[src/rtl/sdac_pkg.sv]
// Package: shared constants and types for the sine DAC switch decoder.
// Assumes the phase word is two quadrant bits above a row/column magnitude.
package sdac_pkg;
    localparam int ROW_BITS_DFLT = 3;
    localparam int COL_BITS_DFLT = 3;

    // Output polarity: true phase or 180-degree inverted.
    typedef enum logic {
        POL_TRUE   = 1'b0,
        POL_INVERT = 1'b1
    } polarity_e;
endpackage

[src/rtl/quad_fold.sv]
// Module: quad_fold
// Splits the phase word into a polarity and a folded quarter-wave magnitude.
// Assumes phase[FOLD_W+1] is the half-period bit and phase[FOLD_W] marks
// the mirrored quadrants. Purely combinational.
module quad_fold
    import sdac_pkg::*;
#(
    parameter int FOLD_W = 6
) (
    input  logic [FOLD_W+1:0] phase,
    output polarity_e         pol,
    output logic [FOLD_W-1:0] mag
);
    logic              mirror;
    logic [FOLD_W-1:0] low_bits;

    // Pick apart the quadrant bits and the magnitude field.
    always_comb begin
        mirror   = phase[FOLD_W];
        low_bits = phase[FOLD_W-1:0];
        pol      = phase[FOLD_W+1] ? POL_INVERT : POL_TRUE;
    end

    // Mirror the magnitude in the second and fourth quadrants.
    always_comb begin
        mag = mirror ? ~low_bits : low_bits;
    end
endmodule

[src/rtl/onehot_decoder.sv]
// Module: onehot_decoder
// Linear binary to one-hot decoder used for the row and column lines.
// Assumes IN_W is small (the output has 2**IN_W lines).
module onehot_decoder #(
    parameter int IN_W = 3,
    localparam int OUT_N = 1 << IN_W
) (
    input  logic [IN_W-1:0]  code,
    output logic [OUT_N-1:0] hot
);
    // One comparator per output line.
    for (genvar k = 0; k < OUT_N; k++) begin : g_line
        assign hot[k] = (code == IN_W'(k));
    end
endmodule

[src/rtl/cell_select.sv]
// Module: cell_select
// Local decode at each cell: turns one-hot row and column lines into a
// thermometer over cells indexed row*COLS+col. Assumes each line set is
// one-hot. Combinational.
module cell_select #(
    parameter int ROW_BITS = 3,
    parameter int COL_BITS = 3,
    localparam int ROWS  = 1 << ROW_BITS,
    localparam int COLS  = 1 << COL_BITS,
    localparam int CELLS = ROWS * COLS
) (
    input  logic [ROWS-1:0]  row_hot,
    input  logic [COLS-1:0]  col_hot,
    output logic [CELLS-1:0] cell_on
);
    logic [ROWS-1:0] row_above;  // decoded row lies strictly above row r
    logic [COLS-1:0] col_ge;     // decoded column lies at or above column c

    // Prefix-OR over the row lines.
    for (genvar r = 0; r < ROWS; r++) begin : g_rowpfx
        if (r == ROWS - 1) begin : g_top
            assign row_above[r] = 1'b0;
        end else begin : g_mid
            assign row_above[r] = |row_hot[ROWS-1:r+1];
        end
    end

    // Prefix-OR over the column lines.
    for (genvar c = 0; c < COLS; c++) begin : g_colpfx
        assign col_ge[c] = |col_hot[COLS-1:c];
    end

    // Per-cell local decoder.
    for (genvar r = 0; r < ROWS; r++) begin : g_row
        for (genvar c = 0; c < COLS; c++) begin : g_col
            assign cell_on[r*COLS+c] = row_above[r] | (row_hot[r] & col_ge[c]);
        end
    end
endmodule

[src/rtl/switch_latch.sv]
// Module: switch_latch
// Synchronous switch stage: gates every cell command with the polarity and
// registers both rails on one edge so all switches move together.
// Assumes a synchronous active-low reset that opens every switch.
module switch_latch
    import sdac_pkg::*;
#(
    parameter int CELLS = 64
) (
    input  logic             clk,
    input  logic             rst_n,
    input  logic [CELLS-1:0] cell_on,
    input  polarity_e        pol,
    output logic [CELLS-1:0] drive_pos,
    output logic [CELLS-1:0] drive_neg
);
    logic [CELLS-1:0] nxt_pos;
    logic [CELLS-1:0] nxt_neg;

    // Steer each enabled cell to the rail chosen by the polarity.
    always_comb begin
        nxt_pos = cell_on & {CELLS{pol == POL_TRUE}};
        nxt_neg = cell_on & {CELLS{pol == POL_INVERT}};
    end

    // Register both rails on a common edge.
    always_ff @(posedge clk) begin
        if (!rst_n) begin
            drive_pos <= '0;
            drive_neg <= '0;
        end else begin
            drive_pos <= nxt_pos;
            drive_neg <= nxt_neg;
        end
    end

    // after a reset edge every switch is open.
    a_r1_reset_clear: assert property (@(posedge clk) disable iff (!rst_n)
        !$past(rst_n) |-> (drive_pos == '0 && drive_neg == '0));

    // a cell never drives both rails.
    a_r7_rail_exclusive: assert property (@(posedge clk) disable iff (!rst_n)
        (drive_pos & drive_neg) == '0);
endmodule

[src/rtl/sine_dac_decoder.sv]
// Module: sine_dac_decoder (top)
// Folds the phase by quadrant, decodes the magnitude into row and column
// lines, forms a per-cell thermometer and registers it with the polarity.
// Assumes the phase word is ROW_BITS+COL_BITS+2 bits wide; latency is one clock.
module sine_dac_decoder
    import sdac_pkg::*;
#(
    parameter int ROW_BITS = ROW_BITS_DFLT,
    parameter int COL_BITS = COL_BITS_DFLT,
    localparam int FOLD_W  = ROW_BITS + COL_BITS,
    localparam int PHASE_W = FOLD_W + 2,
    localparam int ROWS    = 1 << ROW_BITS,
    localparam int COLS    = 1 << COL_BITS,
    localparam int CELLS   = ROWS * COLS
) (
    input  logic               clk,
    input  logic               rst_n,
    input  logic [PHASE_W-1:0] phase_in,
    output logic [CELLS-1:0]   steer_pos,
    output logic [CELLS-1:0]   steer_neg
);
    polarity_e         pol;
    logic [FOLD_W-1:0] fold_mag;
    logic [ROWS-1:0]   row_hot;
    logic [COLS-1:0]   col_hot;
    logic [CELLS-1:0]  cell_on;
    logic [CELLS-1:0]  cells_q;

    // Quadrant folding.
    quad_fold #(.FOLD_W(FOLD_W)) u_fold (
        .phase (phase_in),
        .pol   (pol),
        .mag   (fold_mag)
    );

    // Row decoder on the upper magnitude field.
    onehot_decoder #(.IN_W(ROW_BITS)) u_row_dec (
        .code (fold_mag[FOLD_W-1:COL_BITS]),
        .hot  (row_hot)
    );

    // Column decoder on the lower magnitude field.
    onehot_decoder #(.IN_W(COL_BITS)) u_col_dec (
        .code (fold_mag[COL_BITS-1:0]),
        .hot  (col_hot)
    );

    // Cell-level thermometer decode.
    cell_select #(.ROW_BITS(ROW_BITS), .COL_BITS(COL_BITS)) u_cells (
        .row_hot (row_hot),
        .col_hot (col_hot),
        .cell_on (cell_on)
    );

    // Synchronous polarity-gated switch register.
    switch_latch #(.CELLS(CELLS)) u_switch (
        .clk       (clk),
        .rst_n     (rst_n),
        .cell_on   (cell_on),
        .pol       (pol),
        .drive_pos (steer_pos),
        .drive_neg (steer_neg)
    );

    // Union of the rails, for the checks below.
    always_comb cells_q = steer_pos | steer_neg;

    // one clock later, exactly folded-magnitude-plus-one cells are on.
    a_r2_count_latency: assert property (@(posedge clk) disable iff (!rst_n)
        $past(rst_n) |-> ($countones(cells_q) == int'($past(fold_mag)) + 1));

    // the enabled set is a contiguous run starting at cell 0.
    a_r5_thermometer: assert property (@(posedge clk) disable iff (!rst_n)
        $past(rst_n) |-> (cells_q[0] && (((cells_q + 1'b1) & cells_q) == '0)));

    // the rail in use follows the polarity seen one clock earlier.
    a_r6_polarity_rail: assert property (@(posedge clk) disable iff (!rst_n)
        $past(rst_n) |-> (($past(pol) == POL_TRUE) ? (steer_neg == '0) : (steer_pos == '0)));
endmodule

[config.mk]
export PLATFORM = sky130hd
export DESIGN_NAME = sine_dac_decoder
export DESIGN_NICKNAME = d
export VERILOG_FILES = /design/src/rtl/sdac_pkg.sv /design/src/rtl/quad_fold.sv /design/src/rtl/onehot_decoder.sv /design/src/rtl/cell_select.sv /design/src/rtl/switch_latch.sv /design/src/rtl/sine_dac_decoder.sv
export SDC_FILE = /design/constraint.sdc
export NUM_CORES = 1
export LEC_CHECK = 0
export ABC_CLOCK_PERIOD_IN_PS = 1200
export BUFFER_PORTS_ARGS = -buffer_cell sky130_fd_sc_hd__buf_2
export CORE_ASPECT_RATIO = 0.9
export CORE_MARGIN = 5
export CORE_UTILIZATION = 38
export DETAILED_ROUTE_END_ITERATION = 12
export GPL_TIMING_DRIVEN = 0
export PLACE_DENSITY = 0.75
export SYNTH_ARGS = -nofsm -noshare
export SYNTH_HDL_FRONTEND = slang
export SYNTH_SLANG_ARGS = --single-unit
[constraint.sdc]
create_clock -name clk -period 1.2 [get_ports clk]
set_clock_uncertainty 0.05 [all_clocks]
set_input_delay 0.06 -clock clk [delete_from_list [all_inputs] [get_ports clk]]
set_output_delay 0.06 -clock clk [all_outputs]
set_load 0.01 [all_outputs]
# Word level (Yosys, flattened, before mapping)
# Index checks and enable logic that the tools add are counted.
# totals
regBits	128
out_inout_bits	128
# classes
n_eq_ne	14
n_mux	2
bitwise_logic	124
n_reduce_logical	15
# ops
op	count
64-bit bitwise AND	2
1-bit bitwise AND	64
1-bit bitwise OR	56
3-bit equality test, second input constant	8
7-bit OR reduction	2
3-bit by 2-bit equality test with 1-bit output, second input constant	4
6-bit OR reduction	2
5-bit OR reduction	2
4-bit OR reduction	2
8-bit OR reduction	1
3-bit by 1-bit equality test with 1-bit output, second input constant	2
3-bit zero test	2
6-bit 2-to-1 mux	1
6-bit NOT	1
3-bit OR reduction	2
2-bit OR reduction	2
1-bit 2-to-1 mux	1
1-bit NOT	1

# Longest topological paths before layout
# Gate-level depths: netlist of run 1.
# depth
ltp_word	7
mapped_depth	7

# Cells and area by module
# From an unflattened synthesis of run 1, not the netlist that was laid out.
# hier_totals
cells_unflattened	418
area_unflattened_um2	4574.4
# modules_own_cells
module	n_inst	cells_per_inst	area_each_um2
switch_latch	1	284	3671.0
cell_select	1	110	701.9
onehot_decoder	2	8	65.1
quad_fold	1	8	71.3

# Worst setup path after synthesis of run 1
# OpenSTA, ideal clock, no wires.
# synth_timing
path_kind	input to register
start	input phase_in[6]
end	register u_switch.drive_pos[7]
arrival_ps	1113
required_time_ps	1021
slack_ps	-92
cell_stages	4
cell_sequence	buf_6 > or4_4 > a222oi_1 > nor2_1
# synth_between
elab_chain_len	5
elab_cells_between_ends	14
# synth_rtl
element	line_no	source
start: declaration	sine_dac_decoder.sv:18	input logic [PHASE_W-1:0] phase_in,
6-bit 2-to-1 mux (*)	quad_fold.sv:26	mag = mirror ? ~low_bits : low_bits;
3-bit equality test (tied with other cells)	onehot_decoder.sv:13	assign hot[k] = (code == IN_W'(k));
7-bit OR reduction / 1-bit bitwise AND (equally long branches)	cell_select.sv:24, cell_select.sv:36	
1-bit bitwise OR (*)	cell_select.sv:36	assign cell_on[r*COLS+c] = row_above[r] | (row_hot[r] & col_ge[c]);
64-bit bitwise AND (*)	switch_latch.sv:22	nxt_pos = cell_on & {CELLS{pol == POL_TRUE}};
end signal: assignment	switch_latch.sv:32	drive_pos <= nxt_pos;
end: declaration	switch_latch.sv:14	output logic [CELLS-1:0] drive_pos,
# Mark *: on every way between the ends. The rest lies on a longest branch, timed or not.
# A chain may end at the register's enable or synchronous reset.

# Worst setup path after layout of run 1
# layout_timing
start	input phase_in[4]
end	register u_switch.drive_neg[31]
# layout_between
elab_chain_len	6
elab_cells_between_ends	11
# layout_rtl
element	line_no	source
6-bit NOT	quad_fold.sv:26	
6-bit 2-to-1 mux (*)	quad_fold.sv:26	
3-bit equality test / 3-bit by 2-bit equality test with 1-bit output (equally long branches)	onehot_decoder.sv:13	
4-bit OR reduction / 1-bit bitwise AND (equally long branches)	cell_select.sv:24, cell_select.sv:36	
1-bit bitwise OR (*)	cell_select.sv:36	
64-bit bitwise AND (*)	switch_latch.sv:23	nxt_neg = cell_on & {CELLS{pol == POL_INVERT}};
end signal: assignment	switch_latch.sv:33	drive_neg <= nxt_neg;
end: declaration	switch_latch.sv:15	output logic [CELLS-1:0] drive_neg
# Marks and branches as above.

==> results of run 1 <==
[routing by layer]
layer | vias to the layer above | share of wire | global-route usage
met5 | - | 0 | 0
met4 | 0 | 0.017 | 0.0829
met3 | 19 | 0.082 | 0.0603
met2 | 172 | 0.48 | 0.317
met1 | 1787 | 0.43 | 0.250
li1 | 1814 | - | -
[Yosys cell counts, types with 3 or more instances]
cell type  instances  area (um2)
buf_1              4        15.0
nor2_1            79         297
dfxtp_1          128        2560
a211oi_1           3        22.5
nand3_1           11        55.1
nor3_1            17        85.1
mux2i_1           10         100
mux2_2             5        56.3
o2111ai_1          3        26.3
nand2b_1           3        18.8
and3_1             3        18.8
buf_2             24         120
o22ai_1           11        68.8
and2_1             4        25.0
o21ai_0            4        20.0
a21oi_1           39         195
nand2_1            9        33.8
nand4_1            3        18.8
or2_2              4        25.0
inv_1             12        45.0
xnor2_1            3        26.3
o21a_1             5        37.5
or3_1              4        25.0
o31ai_1            3        22.5
clkbuf_1          11        41.3
[final cells by class]
cell class	count	area (um2)	area share
plain buffers	40	198	0.0341
clock buffers	21	450	0.0777
clock inverters	11	163	0.0281
inverters	12	45.0	0.00777
multi-input cells	257	1500	0.258
flip-flops and latches	128	2560	0.442
well taps	152	190	0.0328
repair buffers	136	691	0.119
[registers in the layout (all words and copies together), names as in the netlist]
| register | flops |
|---|---|
| u_switch.drive_pos | 64 |
| u_switch.drive_neg | 64 |
[worst min-delay path, stage by stage]
cell and delay, ps:
buf_2 80, nand2_1 120, inv_1 170
[stage by stage]
stage               hold slack [ps]  TNS, ps  total power, mW
global placement                406   -37740             5.59
floorplan                       234        0             5.20
CTS                            2.48        0             10.9
detailed placement              403   -39040             5.61
global route                   32.8        0             11.3
finish                         30.6        0             10.8
[cell usage in the layout, fill, tap and decap left out, drive strengths merged, types with 2 or more instances in the layout]
| cell | count |
|---|---|
| or4 | 2 |
| nand3 | 11 |
| or2 | 4 |
| dlygate4sd3 | 2 |
| and3 | 3 |
| o22ai | 11 |
| nor3 | 17 |
| o31ai | 3 |
| o31a | 2 |
| a221oi | 2 |
| buf | 160 |
| nor2 | 79 |
| xnor2 | 3 |
| clkbuf | 35 |
| a31oi | 2 |
| o21ai | 4 |
| bufinv | 4 |
| a311oi | 2 |
| o2111ai | 3 |
| nand4 | 3 |
| a2bb2o | 2 |
| nand2 | 9 |
| o21a | 5 |
| mux2i | 10 |
| or3 | 4 |
| dfxtp | 128 |
| clkinv | 7 |
| nand2b | 3 |
| a22o | 2 |
| a21oi | 39 |
| mux2 | 5 |
| inv | 12 |
| a211oi | 3 |
| and2 | 4 |
| a21o | 2 |
| nor2b | 2 |
[path summary, 6_finish.rpt]
path                                                 to  slack [ps]  cells after the start
worst min-delay path   u_switch.drive_neg[0]$_SDFF_PN0_          30                      3
worst max-delay path  u_switch.drive_neg[31]$_SDFF_PN0_          60                      6
[power by group]
part	total [mW]	internal (mW)	switching [mW]	leakage [nW]
Sequential	4.51	4.46	0.0499	1.05
Clock	5.27	3.51	1.76	0.305
Combinational	1.04	0.369	0.676	1.52
[kinds of logic after synthesis]
logic type	count (synthesis)
AO/OA/AOI/OAI	92
XOR/XNOR	3
buffers and inverters	52
flip-flops	128
multiplexers	15
AND/OR/NAND/NOR	147
[timing repair]
| action | in CTS | in global routing |
|---|---|---|
| gates resized for setup | 2 | 15 |
| hold endpoints to repair | 1 | 0 |
| setup endpoints to repair | 12 | 66 |
| hold buffers | 2 | 0 |
==> key figures, run 1 <==
STA
  – Fmax: slightly below 900 MHz
  – Final max-slew violation count: 0
  – Final Critical Period: 1140 ps
  – Unrepaired setup endpoints after global routing: false
  – Setup slack after layout: approximately 55 ps
  – Final Cycle Share: 0.954
  – Final Hold Vio Count: 0
  – Setup violations, final: 0
  – Worst-Margin Slew: 684 ps
  – Slew HR: 0.539

Yosys
  – Cells after Synth: 437
  – Synth Flop Type: dfxtp_1
  – Syn Std Cell Area: roughly 4300 um2
  – Register area share after synthesis: 0.601
  – Post-Synth XOR/XNOR Area: 0.00617
  – Adder-cell share of the synthesized area: 0
  – Simple-Gate Fraction of Synth Area: 0.160
  – Ys Warns: 0
  – Netlist cell types: 52
  – Post-synth EDFFs: 0
  – Syn_nets: roughly 450
  – Fraction of registers with async set/reset: 0
  – Synth Area in Compound Gates: 0.142
  – Multiplexer area fraction after synthesis: 0.0367
  – Synthesized area per cell: 9.75 um2
  – Seq cells post-synth: roughly 130
  – Largest family of logic cells by synthesized area: simple AND/OR/NAND/NOR gates

Global routing
  – First-pass GRT wire length: between 20,000 and 25,000 um
  – Global route overflow: 0
  – Number of antenna violations at the first check in global routing: 0
  – Largest net degree at the start of global routing: 17
  – Total Routing Usage GR: 0.199
  – Vias in the first global route: 3,895

Setup path
  – CP Capture Type: flip-flop
  – Critical path launch point type: primary input
  – Max stage delay on crit path: 330 ps
  – Crit path required time: ~1500 ps
  – Worst setup path start: phase_in[4]
  – CP max stage cell: o22a_1
  – CP Max Fanout: 10
  – CP top delay family: buffers and inverters
  – Critical path class: in -> reg
  – Buffers plus inverters on the worst setup path: 3
  – Most frequent CP cell: buf_2
  – Worst-path cell chain: buf_2, buf_2, buf_2, nand3_1, o22a_1, a21oi_1
  – Critical path arrival: 1440 ps

Run status
  – Status: completed

Clock network
  – CTS tree: yes
  – Clock Tree Buf Depth: 2
  – H-tree Lvls: 4
  – Clk sink count: 128
  – Root Driver: clkbuf_16
  – Setup repair bufs after CTS: 0
  – CTS Buf Count: 17
  – Clock transition at path regs: around 50 ps

Finish
  – Area growth, synth to finish: 36.0%
  – Layout cells sized above 1: 0.347
  – Final Util: 0.532
  – Final #Nets: 602
  – Final cell count without fillers: 757
  – Antenna Diode Count: 0
  – # fillers: 1,036
  – Fin area: 5800 um2

Placement
  – GPL Wtd Cong: 0.943
  – Dpl hpwl: 9500 um
  – Pre-CTS setup slack: -661 ps
  – DP Area: 5120 um2
  – Port bufs: 134
  – Post-placement cell count: 723

Route
  – Vias: between 3,000 and 4,000
  – First-pass detailed-route iteration total: 4
  – # DRC: 0
  – Final ANT Viol Nets: 0
  – 1st-iter DRT viols: 217
  – Routed WL per cell: 17.2 um
  – DR vias/cell: approximately 5
  – Drt total wl: 13,000 um

Hold path
  – Hold Crit Start: phase_in[7]
  – HP Class: in -> reg

Floorplanning
  – Die ar.: roughly 13,000 um2
  – Die extent in x: 122 um
  – Initial Util: 0.391
  – Core area: 10,900 um2
  – Row count: 36
  – IO Pins: between 100 and 150
  – Die extent in y: 110 um

Job
  – Max Cap Violations: 0

Pwr
  – VDD IR max: 1.03 mV
  – Leak Pwr: 2.87 nW
  – Power density over the cells: 1870 nW/um2
No activity file was read; power rests on OpenSTA's default activity.
==> run 2, diff against run 1 <==
--- a/config.mk
+++ b/config.mk
@@ -9,10 +9,10 @@
 export BUFFER_PORTS_ARGS = -buffer_cell sky130_fd_sc_hd__buf_2
 export CORE_ASPECT_RATIO = 0.9
 export CORE_MARGIN = 5
-export CORE_UTILIZATION = 38
+export CORE_UTILIZATION = 45
 export DETAILED_ROUTE_END_ITERATION = 12
 export GPL_TIMING_DRIVEN = 0
-export PLACE_DENSITY = 0.75
+export PLACE_DENSITY = 0.85
 export SYNTH_ARGS = -nofsm -noshare
 export SYNTH_HDL_FRONTEND = slang
 export SYNTH_SLANG_ARGS = --single-unit
==> key figures, run 2 (synthesized netlist as in run 1, its figures left out) <==
Finish
  – Final Util: 0.623 (+0.0908)
  – Final cell count without fillers: 733 (-3.2%)
  – Layout cells sized above 1: 0.339 (-0.00832)
  – Area growth, synth to finish: 33.9%
  – Biggest regs: u_switch.drive_neg x64, u_switch.drive_pos x64
  – Final #Nets: 608 (+1.0%)
  – Antenna Diode Count: 0 (unchanged)
  – Most frequent cells in the layout: buf_2, dfxtp_1, nor2_1, a21oi_1, nor3_1
  – Commonest non-fill, non-tap cell in the layout: buf_2
  – # fillers: 770 (-26%)
  – Fin area: 5710 um2 (-1.6%)

Placement
  – Post-placement cell count: 693 (-4.1%)
  – DP Area: 5080 um2 (-0.73%)
  – Port bufs: 134 (unchanged)
  – GPL Wtd Cong: 0.933 (-1.0%)
  – Dpl hpwl: 9150 um (-3.7%)
  – Pre-CTS setup slack: -704 ps (-43.9 ps)

STA
  – Setup violations, final: 0 (unchanged)
  – Setup slack after layout: 32.4 ps (-23.1 ps)
  – Fin Hold WS: -37.4 ps (-68.0 ps)
  – Worst-Margin Slew: 763 ps (+79.1 ps)
  – Final Critical Period: 1170 ps (+23.1 ps)
  – Slew HR: 0.481 (-0.0580)
  – TNS Setup: 0 ps (unchanged)
  – Fmax: 856 MHz (-2.0%)
  – Final max-slew violation count: 0 (unchanged)
  – Unrepaired setup endpoints after global routing: false
  – Final Hold Vio Count: 3 (+3)
  – Final Cycle Share: 0.973 (+0.0192)

Setup path
  – Critical path arrival: 1540 ps (+100 ps)
  – Crit path required time: 1570 ps (+80 ps)
  – CP Max Fanout: 10 (unchanged)
  – CP Capture Type: flip-flop
  – Critical path class: in -> reg
  – Critical path launch point type: primary input

Global routing
  – First-pass GRT wire length: 20,000 um (-2.7%)
  – Total Routing Usage GR: 0.225 (+0.0255)
  – Largest net degree at the start of global routing: 17 (unchanged)
  – Vias in the first global route: 3,843 (-1.3%)
  – Number of antenna violations at the first check in global routing: 0 (unchanged)
  – Global route overflow: 0 (unchanged)

Route
  – DR vias/cell: 5.32 (+6.3%)
  – First-pass detailed-route iteration total: 5 (+1)
  – Routed WL per cell: 17.3 um (+0.67%)
  – 1st-iter DRT viols: 309 (+42%)
  – Final ANT Viol Nets: 0 (unchanged)
  – # DRC: 0 (unchanged)
  – Vias: 3,902 (+2.9%)
  – Drt total wl: 12,700 um (-2.5%)

Floorplanning
  – Initial Util: 0.465 (+0.0740)
  – Die extent in y: 102 um (-7.4%)
  – Row count: 33 (-8.3%)
  – Die ar.: 11,500 um2 (-14%)
  – Die extent in x: 113 um (-7.4%)
  – Core area: 9170 um2 (-16%)
  – IO Pins: 138 (unchanged)

Clock network
  – Setup repair bufs after CTS: 0 (unchanged)
  – Clock transition at path regs: 60 ps (about the same)
  – CTS tree: yes
  – CTS Buf Count: 17 (unchanged)
  – Clock Tree Buf Depth: 2 (unchanged)
  – Clk sink count: 128 (unchanged)
  – Root Driver: clkbuf_8
  – H-tree Lvls: 4 (unchanged)

Pwr
  – Power density over the cells: 1760 nW/um2 (-5.8%)
  – Total power: 10.0 mW (-7.3%)
  – Leak Pwr: 2.83 nW (-1.6%)
  – VDD IR max: 0.974 mV (-5.7%)

Job
  – Max Cap Violations: 0 (unchanged)

Hold path
  – HP Class: in -> reg

Run status
  – Status: finished, violations left
  – Failing checks: negative hold slack
-- run 2: layout make-up --
cell class              instances  area (um2)  area share
clock inverters                13        90.1      0.0158
plain buffers                  40         190      0.0333
repair buffers                142         751       0.132
multi-input cells             257        1470       0.258
flip-flops and latches        128        2560       0.449
inverters                      12        45.0     0.00789
well taps                     122         153      0.0267
clock buffers                  19         442      0.0774
-- run 2: worst max-delay path, cell delays in order --
cell and delay, ps:
buf_2 110, buf_6 120, or3b_2 470, dlygate4sd3_1 580, a311oi_1 200
-- run 2: layer usage --
| metal | track usage | vias up | share of wire |
|---|---|---|---|
| met2 | 0.372 | 195 | 0.48 |
| li1 | - | 1825 | - |
| met3 | 0.0669 | 25 | 0.092 |
| met4 | 0.0850 | 0 | 0.018 |
| met1 | 0.280 | 1857 | 0.41 |
| met5 | 0 | - | 0 |
-- run 2: timing repair --
| item | 4_1_cts | 5_1_grt |
|---|---|---|
| endpoints found under the setup margin | 10 | 6 |
| hold buffers | 7 | 1 |
| gates resized for setup | 1 | 4 |
| pin swaps | 0 | 0 |
| hold endpoints to repair | 12 | 3 |
-- run 2: final timing paths --
kind / startpoint / endpoint / slack (ps) / depth (start not counted)
hold / removal: phase_in[3] / u_switch.drive_neg[7]$_SDFF_PN0_ / -40 / 4
setup / recovery: phase_in[6] / u_switch.drive_neg[23]$_SDFF_PN0_ / 30 / 5
-- run 2: power breakdown --
group	switching [mW]	internal, mW	total, mW
registers	0.0492	4.45	4.50
logic	0.674	0.379	1.05
clock network	1.85	2.63	4.48
total	2.57	7.47	10.0
==> run 3, diff against run 2 <==
--- a/config.mk
+++ b/config.mk
@@ -5,14 +5,14 @@
 export SDC_FILE = /design/constraint.sdc
 export NUM_CORES = 1
 export LEC_CHECK = 0
-export ABC_CLOCK_PERIOD_IN_PS = 1200
+export ABC_CLOCK_PERIOD_IN_PS = 1300
 export BUFFER_PORTS_ARGS = -buffer_cell sky130_fd_sc_hd__buf_2
 export CORE_ASPECT_RATIO = 0.9
 export CORE_MARGIN = 5
-export CORE_UTILIZATION = 45
+export CORE_UTILIZATION = 50
 export DETAILED_ROUTE_END_ITERATION = 12
 export GPL_TIMING_DRIVEN = 0
-export PLACE_DENSITY = 0.85
+export PLACE_DENSITY = 0.89
 export SYNTH_ARGS = -nofsm -noshare
 export SYNTH_HDL_FRONTEND = slang
 export SYNTH_SLANG_ARGS = --single-unit
==> constraint.sdc (replaced) <==
create_clock -name clk -period 1.3 [get_ports clk]
set_clock_uncertainty 0.05 [all_clocks]
set_input_delay 0.065 -clock clk [delete_from_list [all_inputs] [get_ports clk]]
set_output_delay 0.065 -clock clk [all_outputs]
set_load 0.01 [all_outputs]
==> key figures, run 3 (synthesized netlist as in run 1, its figures left out) <==
Route
  – Routed WL per cell: 17.7 um (+2.3%)
  – First-pass detailed-route iteration total: 5 (unchanged)
  – Vias: 3,936 (+0.87%)
  – 1st-iter DRT viols: 348 (+13%)
  – Drt total wl: 12,900 um (+1.7%)
  – Final ANT Viol Nets: 0 (unchanged)
  – # DRC: 0 (unchanged)
  – DR vias/cell: 5.40 (+1.4%)

STA
  – Fin Hold WS: -41.5 ps (-4.07 ps)
  – Final Critical Period: between 1000 and 1500 ps
  – Setup violations, final: 0 (unchanged)
  – Final Cycle Share: 0.900
  – Fmax: between 800 and 900 MHz
  – Slew HR: 0.502 (+0.0206)
  – Final Hold Vio Count: 2 (-1)
  – Unrepaired setup endpoints after global routing: false
  – Final max-slew violation count: 0 (unchanged)
  – Worst-Margin Slew: 733 ps (-30.2 ps)

Clock network
  – Setup repair bufs after CTS: 0 (unchanged)
  – Clk sink count: 128 (unchanged)
  – Clock transition at path regs: 60 ps (about the same)
  – CTS tree: yes
  – H-tree Lvls: 4 (unchanged)
  – CTS Buf Count: 17 (unchanged)
  – Clock Tree Buf Depth: 2 (unchanged)
  – Root Driver: clkbuf_8

Global routing
  – Number of antenna violations at the first check in global routing: 0 (unchanged)
  – Vias in the first global route: 3,975 (+3.4%)
  – Total Routing Usage GR: 0.253 (+0.0280)
  – Global route overflow: 0 (unchanged)
  – Largest net degree at the start of global routing: 17 (unchanged)
  – First-pass GRT wire length: 20,600 um (+2.7%)

Pwr
  – Clock share of power: 0.487 (+0.041)
  – Total power: 9.99 mW (-0.44%)
  – VDD IR max: 0.968 mV (-0.62%)
  – Leak Pwr: 2.85 nW (+0.92%)
  – Power density over the cells: 1730 nW/um2 (-1.5%)
  – Gate power share: 0.097 (-0.008)
  – Sw frac: 0.256 (-0.000412)
  – Int Pwr: 7.44 mW (-0.39%)
  – Switch Pwr: 2.55 mW (-0.60%)
  – Sequential power share: 0.416 (-0.033)

Placement
  – GPL Wtd Cong: 0.962 (+3.1%)
  – Dpl hpwl: 9210 um (+0.71%)
  – Port bufs: 134 (unchanged)

Hold path
  – HP Class: in -> reg
  – Hold Crit Start: phase_in[3]
  – Sink of the worst hold path: u_switch.drive_neg[7]$_SDFF_PN0_
  – Hold path depth: 4 (unchanged)

Setup path
  – Max stage delay on crit path: 590 ps (about the same)
  – Critical path class: in -> reg
  – Crit path required time: 1690 ps (+120 ps)
  – Critical path arrival: 1560 ps (+20 ps)
  – CP Capture Type: flip-flop
  – Buffers plus inverters on the worst setup path: 3 (unchanged)
  – CP top delay family: buffers and inverters
  – CP Max Fanout: 10 (unchanged)
  – Worst-path cell chain: buf_2, buf_6, or3b_2, dlygate4sd3_1, a311oi_1
  – Critical path launch point type: primary input
  – CP max stage cell: dlygate4sd3_1

Floorplanning
  – Initial Util: 0.504 (+0.0395)
  – IO Pins: 138 (unchanged)
  – Row count: 32 (-3.0%)
  – Die extent in y: 97.6 um (-4.6%)
  – Die extent in x: 107 um (-4.7%)
  – Core area: 8450 um2 (-7.8%)
  – Die ar.: 10,500 um2 (-9.1%)

Finish
  – Final #Nets: 607 (-0.16%)
  – Most frequent cells in the layout: buf_2, dfxtp_1, nor2_1, a21oi_1, nor3_1
  – Commonest non-fill, non-tap cell in the layout: buf_2
  – Area growth, synth to finish: 35.3%
  – Layout cells sized above 1: 0.334 (-0.00436)
  – Biggest regs: u_switch.drive_neg x64, u_switch.drive_pos x64
  – Antenna Diode Count: 0 (unchanged)

Job
  – Max Cap Violations: 0 (unchanged)

Run status
  – Status: finished, violations left
  – Failing checks: negative hold slack
[run 3: stage by stage]
step	std cells	util	setup WS [ps]	setup TNS [ps]	cell area, um2
after detailed placement	690	0.601	-538	-25880	5080
after CTS	730	0.684	30.2	0	5780
after global placement	690	0.601	-561	-23990	5080
after floorplan	437	-	3.05	0	4260
final	729	0.682	130	0	5770
after global routing	729	0.682	72.8	0	5770
[run 3: power by group through the flow]
stage / Combinational (mW) / Sequential, mW / Clock, mW
floorplan: 0.457 / 4.34 / 0
global placement: 0.913 / 4.23 / 0
detailed placement: 0.925 / 4.24 / 0
CTS: 0.962 / 4.16 / 4.90
global route: 1.05 / 4.17 / 5.12
finish: 0.971 / 4.15 / 4.87
[run 3: worst max path at each step]
stage | start | end | depth (start not counted)
5_1_grt | phase_in[6] | u_switch.drive_neg[23]$_SDFF_PN0_ | 5
4_1_cts | phase_in[6] | u_switch.drive_pos[3]$_SDFF_PN0_ | 6
3_3_place_gp | phase_in[2] | u_switch.drive_neg[27]$_SDFF_PN0_ | 5
3_5_place_dp | phase_in[2] | u_switch.drive_neg[27]$_SDFF_PN0_ | 5
6_report | phase_in[6] | u_switch.drive_neg[23]$_SDFF_PN0_ | 5
2_1_floorplan | phase_in[6] | u_switch.drive_pos[7]$_SDFF_PN0_ | 4
[run 3: layout make-up]
| cell class | instances | area [um2] |
|---|---|---|
| clock buffer | 17 | 414 |
| tap | 119 | 149 |
| sequential | 128 | 2560 |
| inverter | 12 | 45.0 |
| clock inverter | 15 | 196 |
| timing repair buffer | 141 | 741 |
| multi-input combinational | 257 | 1470 |
| fill | 680 | 2680 |
| buffer | 40 | 188 |
[run 3: timing repair]
action                                 4_1_cts  5_1_grt
endpoints found under the hold margin       13        0
pin swaps                                    0        0
hold buffers                                 8        0
resized for setup                            1        0
setup endpoints to repair                    7        2
[run 3: metal layers]
metal / share of wire / GRT usage / up-vias
li1: - / - / 1819
met3: 0.094 / 0.0731 / 30
met1: 0.41 / 0.314 / 1885
met5: 0 / 0 / -
met4: 0.024 / 0.107 / 0
met2: 0.48 / 0.408 / 202
